## src/rtl/fg_pkg.sv

```systemverilog
package fg_pkg;

   typedef enum logic [1:0] {
      FLD_WRITE = 2'd0,
      FLD_READ  = 2'd1,
      FLD_EXT   = 2'd2,
      FLD_MISC  = 2'd3
   } fg_field_e;

   localparam int MISC_W = 3;

   typedef struct packed {
      logic grant;
      logic pass;
   } fg_verdict_t;

endpackage

```

## src/rtl/fg_region_decode.sv

```systemverilog
module fg_region_decode #(
   parameter int ADDR_W    = 16,
   parameter int BOOT_LOG2 = 11,
   parameter int BLK_LOG2  = 13,
   parameter int SLOTS     = 6,
   parameter int REG_W     = 3
) (
   input  logic [ADDR_W-1:0] addr,
   output logic [REG_W-1:0]  region
);

   localparam logic [ADDR_W-1:0] BOOT_LIMIT = ADDR_W'(1 << BOOT_LOG2);
   localparam logic [REG_W-1:0]  BOOT_IDX   = REG_W'(SLOTS);
   localparam logic [REG_W-1:0]  NONE_IDX   = REG_W'(SLOTS + 1);

   logic [ADDR_W-1:0] blk_idx;
   assign blk_idx = addr >> BLK_LOG2;

   always_comb begin
      if (addr < BOOT_LIMIT)
         region = BOOT_IDX;
      else if (blk_idx < ADDR_W'(SLOTS))
         region = blk_idx[REG_W-1:0];
      else
         region = NONE_IDX;
   end

endmodule

```

## src/rtl/fg_prot_regs.sv

```systemverilog
module fg_prot_regs
   import fg_pkg::*;
#(
   parameter int SLOTS         = 6,
   parameter int PRESENT_SLOTS = 6,
   parameter int REG_W         = 3
) (
   input  logic                clk,
   input  logic                rst_n,
   input  logic                wr_en,
   input  logic [1:0]          wr_field,
   input  logic [SLOTS:0]      wr_data,
   input  logic                erase_cmd,
   input  logic                erase_chip,
   input  logic                erase_ext,
   input  logic [REG_W-1:0]    erase_region,
   output logic [SLOTS:0]      wr_n,
   output logic [SLOTS:0]      rd_n,
   output logic [SLOTS:0]      ext_n,
   output logic [MISC_W-1:0]   misc_n
);

   logic erase_fire;
   assign erase_fire = erase_cmd & erase_ext;

   for (genvar i = 0; i <= SLOTS; i++) begin : g_slot
      if (i < PRESENT_SLOTS || i == SLOTS) begin : g_live
         logic [2:0] trio_q;
         logic       hit;
         assign hit = erase_fire && (erase_chip || erase_region == REG_W'(i));

         always_ff @(posedge clk or negedge rst_n) begin
            if (!rst_n) begin
               trio_q <= '1;
            end else if (hit) begin
               trio_q <= '1;
            end else if (wr_en) begin
               case (fg_field_e'(wr_field))
                  FLD_WRITE: trio_q[0] <= trio_q[0] & wr_data[i];
                  FLD_READ:  trio_q[1] <= trio_q[1] & wr_data[i];
                  FLD_EXT:   trio_q[2] <= trio_q[2] & wr_data[i];
                  default:   ;
               endcase
            end
         end

         assign wr_n[i]  = trio_q[0];
         assign rd_n[i]  = trio_q[1];
         assign ext_n[i] = trio_q[2];

         // a matching external erase leaves the region fully unlocked
         assert_erase_sets_R3: assert property (@(posedge clk) disable iff (!rst_n)
            hit |=> (trio_q == 3'b111));
      end else begin : g_absent
         assign wr_n[i]  = 1'b1;
         assign rd_n[i]  = 1'b1;
         assign ext_n[i] = 1'b1;
      end
   end

   logic [MISC_W-1:0] misc_q;
   always_ff @(posedge clk or negedge rst_n) begin
      if (!rst_n)
         misc_q <= '1;
      else if (erase_fire && erase_chip)
         misc_q <= '1;
      else if (wr_en && fg_field_e'(wr_field) == FLD_MISC)
         misc_q <= misc_q & wr_data[MISC_W-1:0];
   end
   assign misc_n = misc_q;

   // without an external erase no lock bit may rise
   assert_clear_only_wr_R2: assert property (@(posedge clk) disable iff (!rst_n)
      !erase_fire |=> ((wr_n & ~$past(wr_n)) == '0));
   assert_clear_only_rd_R2: assert property (@(posedge clk) disable iff (!rst_n)
      !erase_fire |=> ((rd_n & ~$past(rd_n)) == '0));
   assert_clear_only_ext_R2: assert property (@(posedge clk) disable iff (!rst_n)
      !erase_fire |=> ((ext_n & ~$past(ext_n)) == '0));
   // side bits rise only through a chip erase
   assert_misc_chip_only_R10: assert property (@(posedge clk) disable iff (!rst_n)
      !(erase_fire && erase_chip) |=> ((misc_n & ~$past(misc_n)) == '0));
   // chip erase sets every bit
   assert_chip_erase_all_R3: assert property (@(posedge clk) disable iff (!rst_n)
      (erase_fire && erase_chip) |=> (&wr_n && &rd_n && &ext_n && &misc_n));

endmodule

```

## src/rtl/fg_access_check.sv

```systemverilog
module fg_access_check
   import fg_pkg::*;
#(
   parameter int SLOTS  = 6,
   parameter int DATA_W = 8,
   parameter int REG_W  = 3
) (
   input  logic               clk,
   input  logic               rst_n,
   input  logic               req_valid,
   input  logic               req_write,
   input  logic               req_ext,
   input  logic [REG_W-1:0]   reg_addr,
   input  logic [REG_W-1:0]   reg_pc,
   input  logic [DATA_W-1:0]  rd_data_in,
   input  logic [SLOTS:0]     wr_n,
   input  logic [SLOTS:0]     rd_n,
   input  logic [SLOTS:0]     ext_n,
   output logic               resp_valid,
   output logic               resp_grant,
   output logic [DATA_W-1:0]  resp_rdata,
   output logic               viol_pulse
);

   // Unguarded region sits one above boot and reads as fully unlocked.
   logic [SLOTS+1:0] wr_x, rd_x, ext_x;
   assign wr_x  = {1'b1, wr_n};
   assign rd_x  = {1'b1, rd_n};
   assign ext_x = {1'b1, ext_n};

   fg_verdict_t v;
   always_comb begin
      if (req_ext) begin
         v.grant = ext_x[reg_addr];
         v.pass  = ext_x[reg_addr];
      end else if (req_write) begin
         v.grant = wr_x[reg_addr];
         v.pass  = 1'b0;
      end else begin
         v.grant = 1'b1;
         v.pass  = rd_x[reg_addr] | (reg_pc == reg_addr);
      end
   end

   always_ff @(posedge clk or negedge rst_n) begin
      if (!rst_n) begin
         resp_valid <= 1'b0;
         resp_grant <= 1'b0;
         resp_rdata <= '0;
         viol_pulse <= 1'b0;
      end else begin
         resp_valid <= req_valid;
         resp_grant <= req_valid & v.grant;
         resp_rdata <= (req_valid && !req_write && v.pass) ? rd_data_in : '0;
         viol_pulse <= req_valid & req_write & ~v.grant;
      end
   end

   // one registered response per strobe
   assert_resp_follows_R7: assert property (@(posedge clk) disable iff (!rst_n)
      req_valid |=> resp_valid);
   assert_resp_idle_R7: assert property (@(posedge clk) disable iff (!rst_n)
      !req_valid |=> !resp_valid);
   // a denied response never leaks data
   assert_deny_zero_R6: assert property (@(posedge clk) disable iff (!rst_n)
      (resp_valid && !resp_grant) |-> (resp_rdata == '0));
   // violation pulse only accompanies a denial
   assert_viol_deny_R4: assert property (@(posedge clk) disable iff (!rst_n)
      viol_pulse |-> (resp_valid && !resp_grant));
   // fenced read from another region completes with zeros
   assert_fenced_zero_R5: assert property (@(posedge clk) disable iff (!rst_n)
      (req_valid && !req_write && !req_ext && reg_pc != reg_addr && !rd_x[reg_addr])
      |=> (resp_grant && resp_rdata == '0));

endmodule

```

## src/rtl/fg_guard.sv

```systemverilog
module fg_guard
   import fg_pkg::*;
#(
   parameter int ADDR_W        = 16,
   parameter int DATA_W        = 8,
   parameter int BOOT_LOG2     = 11,
   parameter int BLK_LOG2      = 13,
   parameter int SLOTS         = 6,
   parameter int PRESENT_SLOTS = 6
) (
   input  logic                       clk,
   input  logic                       rst_n,
   input  logic                       req_valid,
   input  logic                       req_write,
   input  logic                       req_ext,
   input  logic [ADDR_W-1:0]          req_addr,
   input  logic [ADDR_W-1:0]          req_pc,
   input  logic [DATA_W-1:0]          rd_data_in,
   output logic                       resp_valid,
   output logic                       resp_grant,
   output logic [DATA_W-1:0]          resp_rdata,
   output logic                       viol_pulse,
   input  logic                       prot_wr_en,
   input  logic [1:0]                 prot_wr_field,
   input  logic [SLOTS:0]             prot_wr_data,
   input  logic                       erase_cmd,
   input  logic                       erase_chip,
   input  logic                       erase_ext,
   input  logic [$clog2(SLOTS+2)-1:0] erase_region,
   output logic [SLOTS:0]             lock_wr_n,
   output logic [SLOTS:0]             lock_rd_n,
   output logic [SLOTS:0]             lock_ext_n,
   output logic [MISC_W-1:0]          lock_misc_n
);

   localparam int REG_W = $clog2(SLOTS + 2);

   if (BLK_LOG2 >= ADDR_W || BOOT_LOG2 > BLK_LOG2) begin : g_bad_geometry
      $error("fg_guard: boot limit must fit in the first user slot and slots in the address space");
   end
   if (PRESENT_SLOTS < 1 || PRESENT_SLOTS > SLOTS) begin : g_bad_present
      $error("fg_guard: PRESENT_SLOTS must lie in 1..SLOTS");
   end
   if (SLOTS + DATA_W < 2) begin : g_bad_width
      $error("fg_guard: degenerate widths");
   end

   logic [REG_W-1:0] reg_addr, reg_pc;

   fg_region_decode #(
      .ADDR_W(ADDR_W), .BOOT_LOG2(BOOT_LOG2), .BLK_LOG2(BLK_LOG2),
      .SLOTS(SLOTS), .REG_W(REG_W)
   ) u_dec_addr (
      .addr(req_addr), .region(reg_addr)
   );

   fg_region_decode #(
      .ADDR_W(ADDR_W), .BOOT_LOG2(BOOT_LOG2), .BLK_LOG2(BLK_LOG2),
      .SLOTS(SLOTS), .REG_W(REG_W)
   ) u_dec_pc (
      .addr(req_pc), .region(reg_pc)
   );

   fg_prot_regs #(
      .SLOTS(SLOTS), .PRESENT_SLOTS(PRESENT_SLOTS), .REG_W(REG_W)
   ) u_regs (
      .clk(clk), .rst_n(rst_n),
      .wr_en(prot_wr_en), .wr_field(prot_wr_field), .wr_data(prot_wr_data),
      .erase_cmd(erase_cmd), .erase_chip(erase_chip), .erase_ext(erase_ext),
      .erase_region(erase_region),
      .wr_n(lock_wr_n), .rd_n(lock_rd_n), .ext_n(lock_ext_n), .misc_n(lock_misc_n)
   );

   fg_access_check #(
      .SLOTS(SLOTS), .DATA_W(DATA_W), .REG_W(REG_W)
   ) u_check (
      .clk(clk), .rst_n(rst_n),
      .req_valid(req_valid), .req_write(req_write), .req_ext(req_ext),
      .reg_addr(reg_addr), .reg_pc(reg_pc), .rd_data_in(rd_data_in),
      .wr_n(lock_wr_n), .rd_n(lock_rd_n), .ext_n(lock_ext_n),
      .resp_valid(resp_valid), .resp_grant(resp_grant),
      .resp_rdata(resp_rdata), .viol_pulse(viol_pulse)
   );

   // nothing answers in the first cycle out of reset without a strobe
   assert_no_spurious_viol_R1: assert property (@(posedge clk) disable iff (!rst_n)
      !req_valid |=> !viol_pulse);

endmodule

```

## config.mk

```make
export PLATFORM = sky130hd
export DESIGN_NAME = fg_guard
export DESIGN_NICKNAME = d
export VERILOG_FILES = /design/src/rtl/fg_pkg.sv /design/src/rtl/fg_region_decode.sv /design/src/rtl/fg_prot_regs.sv /design/src/rtl/fg_access_check.sv /design/src/rtl/fg_guard.sv
export SDC_FILE = /design/constraint.sdc
export NUM_CORES = 1
export LEC_CHECK = 0
export ABC_AREA = 0
export BUFFER_PORTS_ARGS = -buffer_cell sky130_fd_sc_hd__buf_2
export CAP_MARGIN = 25
export CORE_MARGIN = 2
export CORE_UTILIZATION = 38
export DETAILED_ROUTE_END_ITERATION = 10
export PLACE_DENSITY = 0.83
export SLEW_MARGIN = 20
export SYNTH_ARGS = -nofsm -noshare
export SYNTH_HDL_FRONTEND = slang
export SYNTH_SLANG_ARGS = --single-unit
```

## constraint.sdc

```tcl
create_clock -name clk -period 1.7 [get_ports clk]
set_clock_uncertainty 0.15 [all_clocks]
set_input_delay 0 -clock clk [delete_from_list [all_inputs] [get_ports clk]]
set_output_delay 0 -clock clk [all_outputs]
set_load 0.005 [all_outputs]
```

==> results.py, run 1 <==
metrics = {
    "die": {
        "row_count": 24,
        "die_width_um": 72.62,
        "ioPinCount": 96,
        "start_util_pct": 40.26,
        "die_h_um": 72.62,
        "core-area_um2": 4444,
        "dieArea_um2": 5274,
    },
    "logic_synthesis": {
        "async_flop_share_pct": 100.0,
        "syn_avg_cell_area_um2": 9.831,
        "netlist-cell-type-count": 40,
        "ys_ff_latch": 35,
        "synthesis.area_um2": 1789,
        "synthTopCellsByArea": "dfstp_2, dfrtp_1, o21ai_0",
        "synth_warnings": 0,
        "ys.flop_type": "dfstp_2",
        "synthCells": 182,
        "synthMostInstantiatedCell": "nand2_1",
        "synth_top_area_cell": "dfstp_2",
        "synth_edf_count": 0,
        "synth.top_cell.area_share_pct": 35.24,
        "syn_nets": 243,
        "synth_common_cells": "nand2_1, o21ai_0, dfstp_2",
        "ys_seq_area_share_pct": 50.63,
    },
    "setup_path": {
        "endpoint_kind": "register",
        "required_ps": 1720,
        "crit_fanout": 8,
        "reg2reg_to": "u_check.resp_rdata[5]$_DFF_PN0_",
        "start_kind": "register",
        "worstPathArrival_ps": 1750,
        "timing_worst_setup_path_type": "reg2reg",
        "rr_startpoint": "u_regs.g_slot[5].g_live.trio_q[1]$_DFFE_PN1P_",
        "rr_worst_depth": 5,
        "ff2ff_setup_slack_ps": -30,
        "critPathLaunch": "u_regs.g_slot[5].g_live.trio_q[1]$_DFFE_PN1P_",
    },
    "timing": {
        "rsz0062_at_grt": "yes",
        "worst_slack_ps": -30.84,
        "hold_viol": 0,
        "slew_headroom_pct": 50.43,
        "fmax_mhz": 577.8,
        "hold_slack_ps": 1.910,
        "finalSetupViolCount": 8,
        "tightest_slew_ps": 743.6,
        "finalCriticalPeriod_ps": 1731,
        "maxSlewViolCount": 0,
        "fin_setup_tns_ps": -213.4,
        "min_period_over_period_pct": 101.8,
    },
    "worst_hold_path": {
        "min_path_type": "in2reg",
        "hold_start": "req_ext",
        "whs_path_depth": 3,
        "hold_end": "u_check.resp_grant$_DFF_PN0_",
    },
    "outcome": {
        "violations": "setup timing",
        "status": "finished, violations left",
    },
    "finish": {
        "area_growth_pct": 48.11,
        "final_util_pct": 59.63,
        "antennaDiodeCount": 0,
        "drive_gt1_share_pct": 43.81,
        "fin_nets": 359,
        "final_area_um2": 2650,
    },
    "global_route": {
        "antenna_found_initial": 0,
        "grt_pass1_vias": 1802,
        "grt_use_met3_pct": 5.249,
        "grt_util_met1_pct": 24.93,
        "busiest_layer": "met2",
        "grt_usage_pct": 19.91,
        "grt_pass1_wl_um": 8073,
        "grt_max_degree": 36,
        "use_met2_pct": 33.64,
        "grt_overflow": 0,
    },
    "place": {
        "pre_cts_ws_ps": -156.3,
        "post-dp-hpwl_um": 3762,
        "placed_cell_area_um2": 2323,
        "numPortBuffers": 73,
        "gp_congestion": 0.8394,
    },
    "clock_network": {
        "cts_root_buffer": "clkbuf_8",
        "clock-sinks": 35,
        "clock_latency_ps": 290,
        "numCtsBuffers": 5,
        "clk_pin_slew_worst_paths_ps": 70,
        "cts_tree": "built",
        "cts_htree_levels": 2,
        "ctsLongestPathBuffers": 2,
    },
    "routing": {
        "vias_per_cell": 5.145,
        "wl_um": 5045,
        "route.detailed.drc": 0,
        "firstDrtPassIters": 6,
        "vias": 1806,
        "drt-wirelength-per-cell_um": 14.37,
        "drt_iter0_drc": 47,
        "drtAntennaViolNets": 0,
    },
    "job": {
        "drv_cap": 0,
    },
    "power": {
        "ir_drop_uv": 495.6,
        "power.leakage_nw": 1.216,
        "power_density_nw_per_um2": 843.4,
    },
}
[power by group]
part	internal, mW	leakage (nW)	switching [mW]
clock	0.287	0.0422	0.282
sequential	1.01	0.400	0.0741
combinational	0.300	0.774	0.283
total	1.60	1.22	0.640
[critical path: stages, from the launching register on]
cell and delay (ps):
dfstp_2 370, mux2_4 260, a221o_1 360, a221oi_4 270
buf_6 160, nor3_1 50
[kinds of logic after synthesis]
group	Yosys count	synth area share (%)
AOI/OAI and AO/OA	52	19.30
buffers and inverters	8	2.377
muxes	4	3.007
and+or+nand+nor	81	23.71
xor gates and xnor gates	2	0.9792
DFF	35	50.63
[layout make-up]
cell class / instances / area, µm²
fill: 386 / 1794
inverter: 4 / 15.01
sequential: 35 / 905.9
clock inverter: 1 / 5.005
tap: 52 / 65.06
clock buffer: 7 / 76.32
multi-input combinational: 139 / 855.8
timing repair buffer: 113 / 726.9
[flip-flops by register name, indices dropped and copies added, names as in the netlist]
signal and flops:
u_check.viol_pulse 1, u_check.resp_grant 1, u_check.resp_rdata 8, u_check.resp_valid 1, u_regs.g_slot.g_live.trio_q 21, u_regs.misc_n 3
[cells in the final DEF, fill, tap and decap left out, types with 2 or more instances in the layout]
cell type       n
nor2_1          6
clkbuf_1        2
nor3_1         13
dfrtp_1        11
mux2i_1         2
o21ai_0        32
a21oi_1         2
nor4_1          2
nor3b_1         3
a21oi_2         2
inv_1           4
nand2_1        35
and3b_1         2
dlygate4sd3_1  23
dfstp_2        24
a211oi_1        3
clkbuf_8        5
a31oi_1         2
nand2b_1       13
buf_4          16
buf_2          73
o21bai_1        2
[stage by stage]
step	instances	power, mW
4_1_cts	351	2.247
5_1_grt	351	2.378
6_report	351	2.235
3_3_place_gp	319	1.604
2_1_floorplan	182	1.334
3_5_place_dp	319	1.623
[layer usage]
metal | wire (µm) | vias up
met4 | 53 | 0
met5 | 0 | -
li1 | - | 881
met1 | 2291 | 845
met2 | 2392 | 72
met3 | 307 | 8
[worst max path at each step]
stage | cells after the start | slack [ps] | endpoint
3_3_place_gp | 6 | -100 | u_check.resp_rdata[3]$_DFF_PN0_
4_1_cts | 5 | -30 | u_check.resp_rdata[1]$_DFF_PN0_
2_1_floorplan | 6 | -40 | u_check.resp_rdata[0]$_DFF_PN0_
6_report | 5 | -30 | u_check.resp_rdata[5]$_DFF_PN0_
5_1_grt | 5 | -100 | u_check.resp_rdata[7]$_DFF_PN0_
3_5_place_dp | 6 | -160 | u_check.resp_rdata[1]$_DFF_PN0_
[what timing repair did]
item / CTS / global route
pin swaps: 5 / 1
hold buffers: 23 / 0
hold endpoints to repair: 46 / 0
buffers inserted: 1 / 0
endpoints found under the setup margin: 9 / 10
gates resized for setup: 1 / 1
Note: power is estimated with default switching activity, not from simulation.
==> run 2, diff against run 1 <==
--- a/config.mk
+++ b/config.mk
@@ -9,10 +9,10 @@
 export BUFFER_PORTS_ARGS = -buffer_cell sky130_fd_sc_hd__buf_2
 export CAP_MARGIN = 25
 export CORE_MARGIN = 2
-export CORE_UTILIZATION = 38
+export CORE_UTILIZATION = 40
+export CTS_CLUSTER_DIAMETER = 60
 export DETAILED_ROUTE_END_ITERATION = 10
-export PLACE_DENSITY = 0.83
-export SLEW_MARGIN = 20
+export PLACE_DENSITY = 0.87
 export SYNTH_ARGS = -nofsm -noshare
 export SYNTH_HDL_FRONTEND = slang
 export SYNTH_SLANG_ARGS = --single-unit
==> run 2 against run 1 <==
  * Sequential power is essentially flat
  * Die area shrank 4.7%
  * Critical path depth did not move
  * Maximum frequency fell by 2.2%
  * Cell area is 1.1% higher
  * Critical endpoint is now u_check.viol_pulse$_DFF_PN0_
  * Register-to-register slack got worse by 40 ps
  * The run still ends with setup timing left
  * Clock power is 1% higher
  * Worst hold slack better by 30 ps
  * Via count rose by 2.3%
  * Total power is 0.91% higher
  * Global-route usage up 1.3 points
  * Wire length grew 5.3%
==> results.py, run 2 (synthesis results as in run 1) <==
metrics = {
    "timing": {
        "min_period_over_period_pct": 104.1,
        "tightest_slew_ps": 734.6,
        "hold_viol": 0,
        "finalSetupViolCount": 10,
        "maxSlewViolCount": 0,
        "slew_headroom_pct": 51.03,
        "fmax_mhz": 565.1,
        "finalCriticalPeriod_ps": 1770,
        "rsz0062_at_grt": "yes",
        "worst_slack_ps": -69.60,
    },
    "power": {
        "finalPower_mw": 2.255,
        "pwr-share-clk_pct": 25.5,
        "p_sw_uw": 665.7,
        "swShare_pct": 29.52,
        "p_int_mw": 1.590,
        "power_density_nw_per_um2": 841.9,
        "power.leakage_nw": 1.220,
        "seq_power_share_pct": 48.3,
        "power_frac_comb_pct": 26.2,
        "ir_drop_uv": 479.2,
    },
    "setup_path": {
        "worstSetupPathDepth": 5,
        "start_kind": "register",
        "rr_worst_depth": 5,
        "cp_num_buf_inv": 0,
        "critPathMaxStageDelay_ps": 550,
        "crit_fanout": 2,
        "ff2ff_setup_slack_ps": -70,
        "reg2reg_to": "u_check.viol_pulse$_DFF_PN0_",
        "crit_chain": "nand2b_1 -> a31oi_2 -> a22oi_1 -> a211o_1 -> a32o_2",
        "endpoint_kind": "register",
        "crit_family": "compound AO/OA/AOI/OAI gates",
        "crit_slowest_cell": "dfstp_2",
        "critPathLaunch": "u_regs.g_slot[2].g_live.trio_q[0]$_DFFE_PN1P_",
        "timing_worst_setup_path_type": "reg2reg",
        "required_ps": 1730,
        "rr_startpoint": "u_regs.g_slot[2].g_live.trio_q[0]$_DFFE_PN1P_",
        "worstPathArrival_ps": 1800,
        "endpoint": "u_check.viol_pulse$_DFF_PN0_",
    },
    "finish": {
        "largest_register": "u_regs.g_slot.g_live.trio_q",
        "largest_reg_flops": 21,
        "layout_common_cells": "buf_2, nand2_1, o21ai_0",
        "final_area_um2": 2679,
        "area_growth_pct": 49.72,
        "final_common_cell": "buf_2",
        "drive_gt1_share_pct": 44.82,
        "antennaDiodeCount": 0,
        "fin_nets": 360,
    },
    "clock_network": {
        "numCtsBuffers": 5,
        "clock_latency_ps": 290,
        "ctsLongestPathBuffers": 2,
        "clock-sinks": 35,
        "cts_tree": "built",
        "cts_htree_levels": 2,
        "cts_root_buffer": "clkbuf_8",
        "clk_pin_slew_worst_paths_ps": 70,
    },
    "job": {
        "drv_cap": 0,
    },
    "routing": {
        "route.detailed.drc": 0,
        "drt_iter0_drc": 88,
        "wl_um": 5312,
        "vias": 1848,
        "firstDrtPassIters": 4,
        "vias_per_cell": 5.265,
        "drtAntennaViolNets": 0,
        "drt-wirelength-per-cell_um": 15.13,
    },
    "global_route": {
        "grt_usage_pct": 21.19,
        "antenna_found_initial": 0,
        "grt_overflow": 0,
        "grt_pass1_wl_um": 8293,
        "grt_max_degree": 36,
        "grt_pass1_vias": 1746,
    },
    "outcome": {
        "status": "finished, violations left",
        "violations": "setup timing",
    },
    "die": {
        "dieArea_um2": 5024,
        "ioPinCount": 96,
        "die_h_um": 70.88,
        "start_util_pct": 41.38,
        "core-area_um2": 4324,
        "row_count": 24,
        "die_width_um": 70.88,
    },
    "place": {
        "numPortBuffers": 73,
        "placed_cell_area_um2": 2316,
        "gp_congestion": 0.8258,
        "post-dp-hpwl_um": 3692,
    },
    "worst_hold_path": {
        "min_path_type": "in2reg",
    },
}
-- run 2: power groups by stage --
| stage | combinational (mW) | sequential (mW) | clock (mW) |
|---|---|---|---|
| 6_report | 0.592 | 1.09 | 0.575 |
| 5_1_grt | 0.654 | 1.10 | 0.613 |
| 4_1_cts | 0.581 | 1.08 | 0.585 |
| 3_5_place_dp | 0.525 | 1.10 | 0 |
| 3_3_place_gp | 0.509 | 1.09 | 0 |
| 2_1_floorplan | 0.245 | 1.09 | 0 |
-- run 2: layout make-up --
type,count,area (µm²)
flip-flops and latches,35,905.9
well taps,52,65.06
clock buffers,6,72.57
inverters,4,15.01
clock inverters,1,7.507
multi-input cells,139,873.3
fillers,367,1645
repair buffers,114,739.5
-- run 2: per-stage QoR --
stage                     cells  worst slack, ps  hold WS (ps)  util, %  setup TNS (ps)
after global routing        351           -131.4         66.86    61.95          -849.6
final                       351           -69.60         32.21    61.95          -285.5
after global placement      318           -109.9        -73.06    53.56          -883.3
after detailed placement    318           -151.6        -53.14    53.56           -1226
after CTS                   351           -24.78         30.13    61.46          -194.3
after floorplan             182           -40.37        -445.6        -          -322.9
-- run 2: how the worst min path moves through the flow --
stage          slack (ps)  depth (start not counted)                            to  startpoint
6_report               30                          4  u_regs.misc_n[1]$_DFFE_PN1P_   erase_ext
2_1_floorplan        -450                          0  u_check.resp_grant$_DFF_PN0_       rst_n
4_1_cts                30                          4  u_regs.misc_n[1]$_DFFE_PN1P_   erase_ext
3_3_place_gp          -70                          1  u_check.viol_pulse$_DFF_PN0_       rst_n
3_5_place_dp          -50                          1  u_check.viol_pulse$_DFF_PN0_       rst_n
5_1_grt                70                          4  u_regs.misc_n[1]$_DFFE_PN1P_   erase_ext
-- run 2: timing repair --
item                                    in CTS  in global routing
endpoints found under the setup margin       9                 11
pin swaps                                    5                  1
setup buffers                                1                  0
resized for setup                            1                  6
hold buffers                                25                  0
endpoints found under the hold margin       46                  0
-- run 2: tightest hold or removal path: stages --
cell and delay (ps):
buf_2 90, and2_1 180, nand2_1 130, nand2_1 60
-- run 2: layer usage --
metal  vias up  GRT usage [%]  part of all wire, %
met5         -              0                    0
met4         0          6.499                  1.1
met3         9          4.701                  5.9
met2        70          37.49                   52
met1       885          25.78                   41
li1        884              -                    -
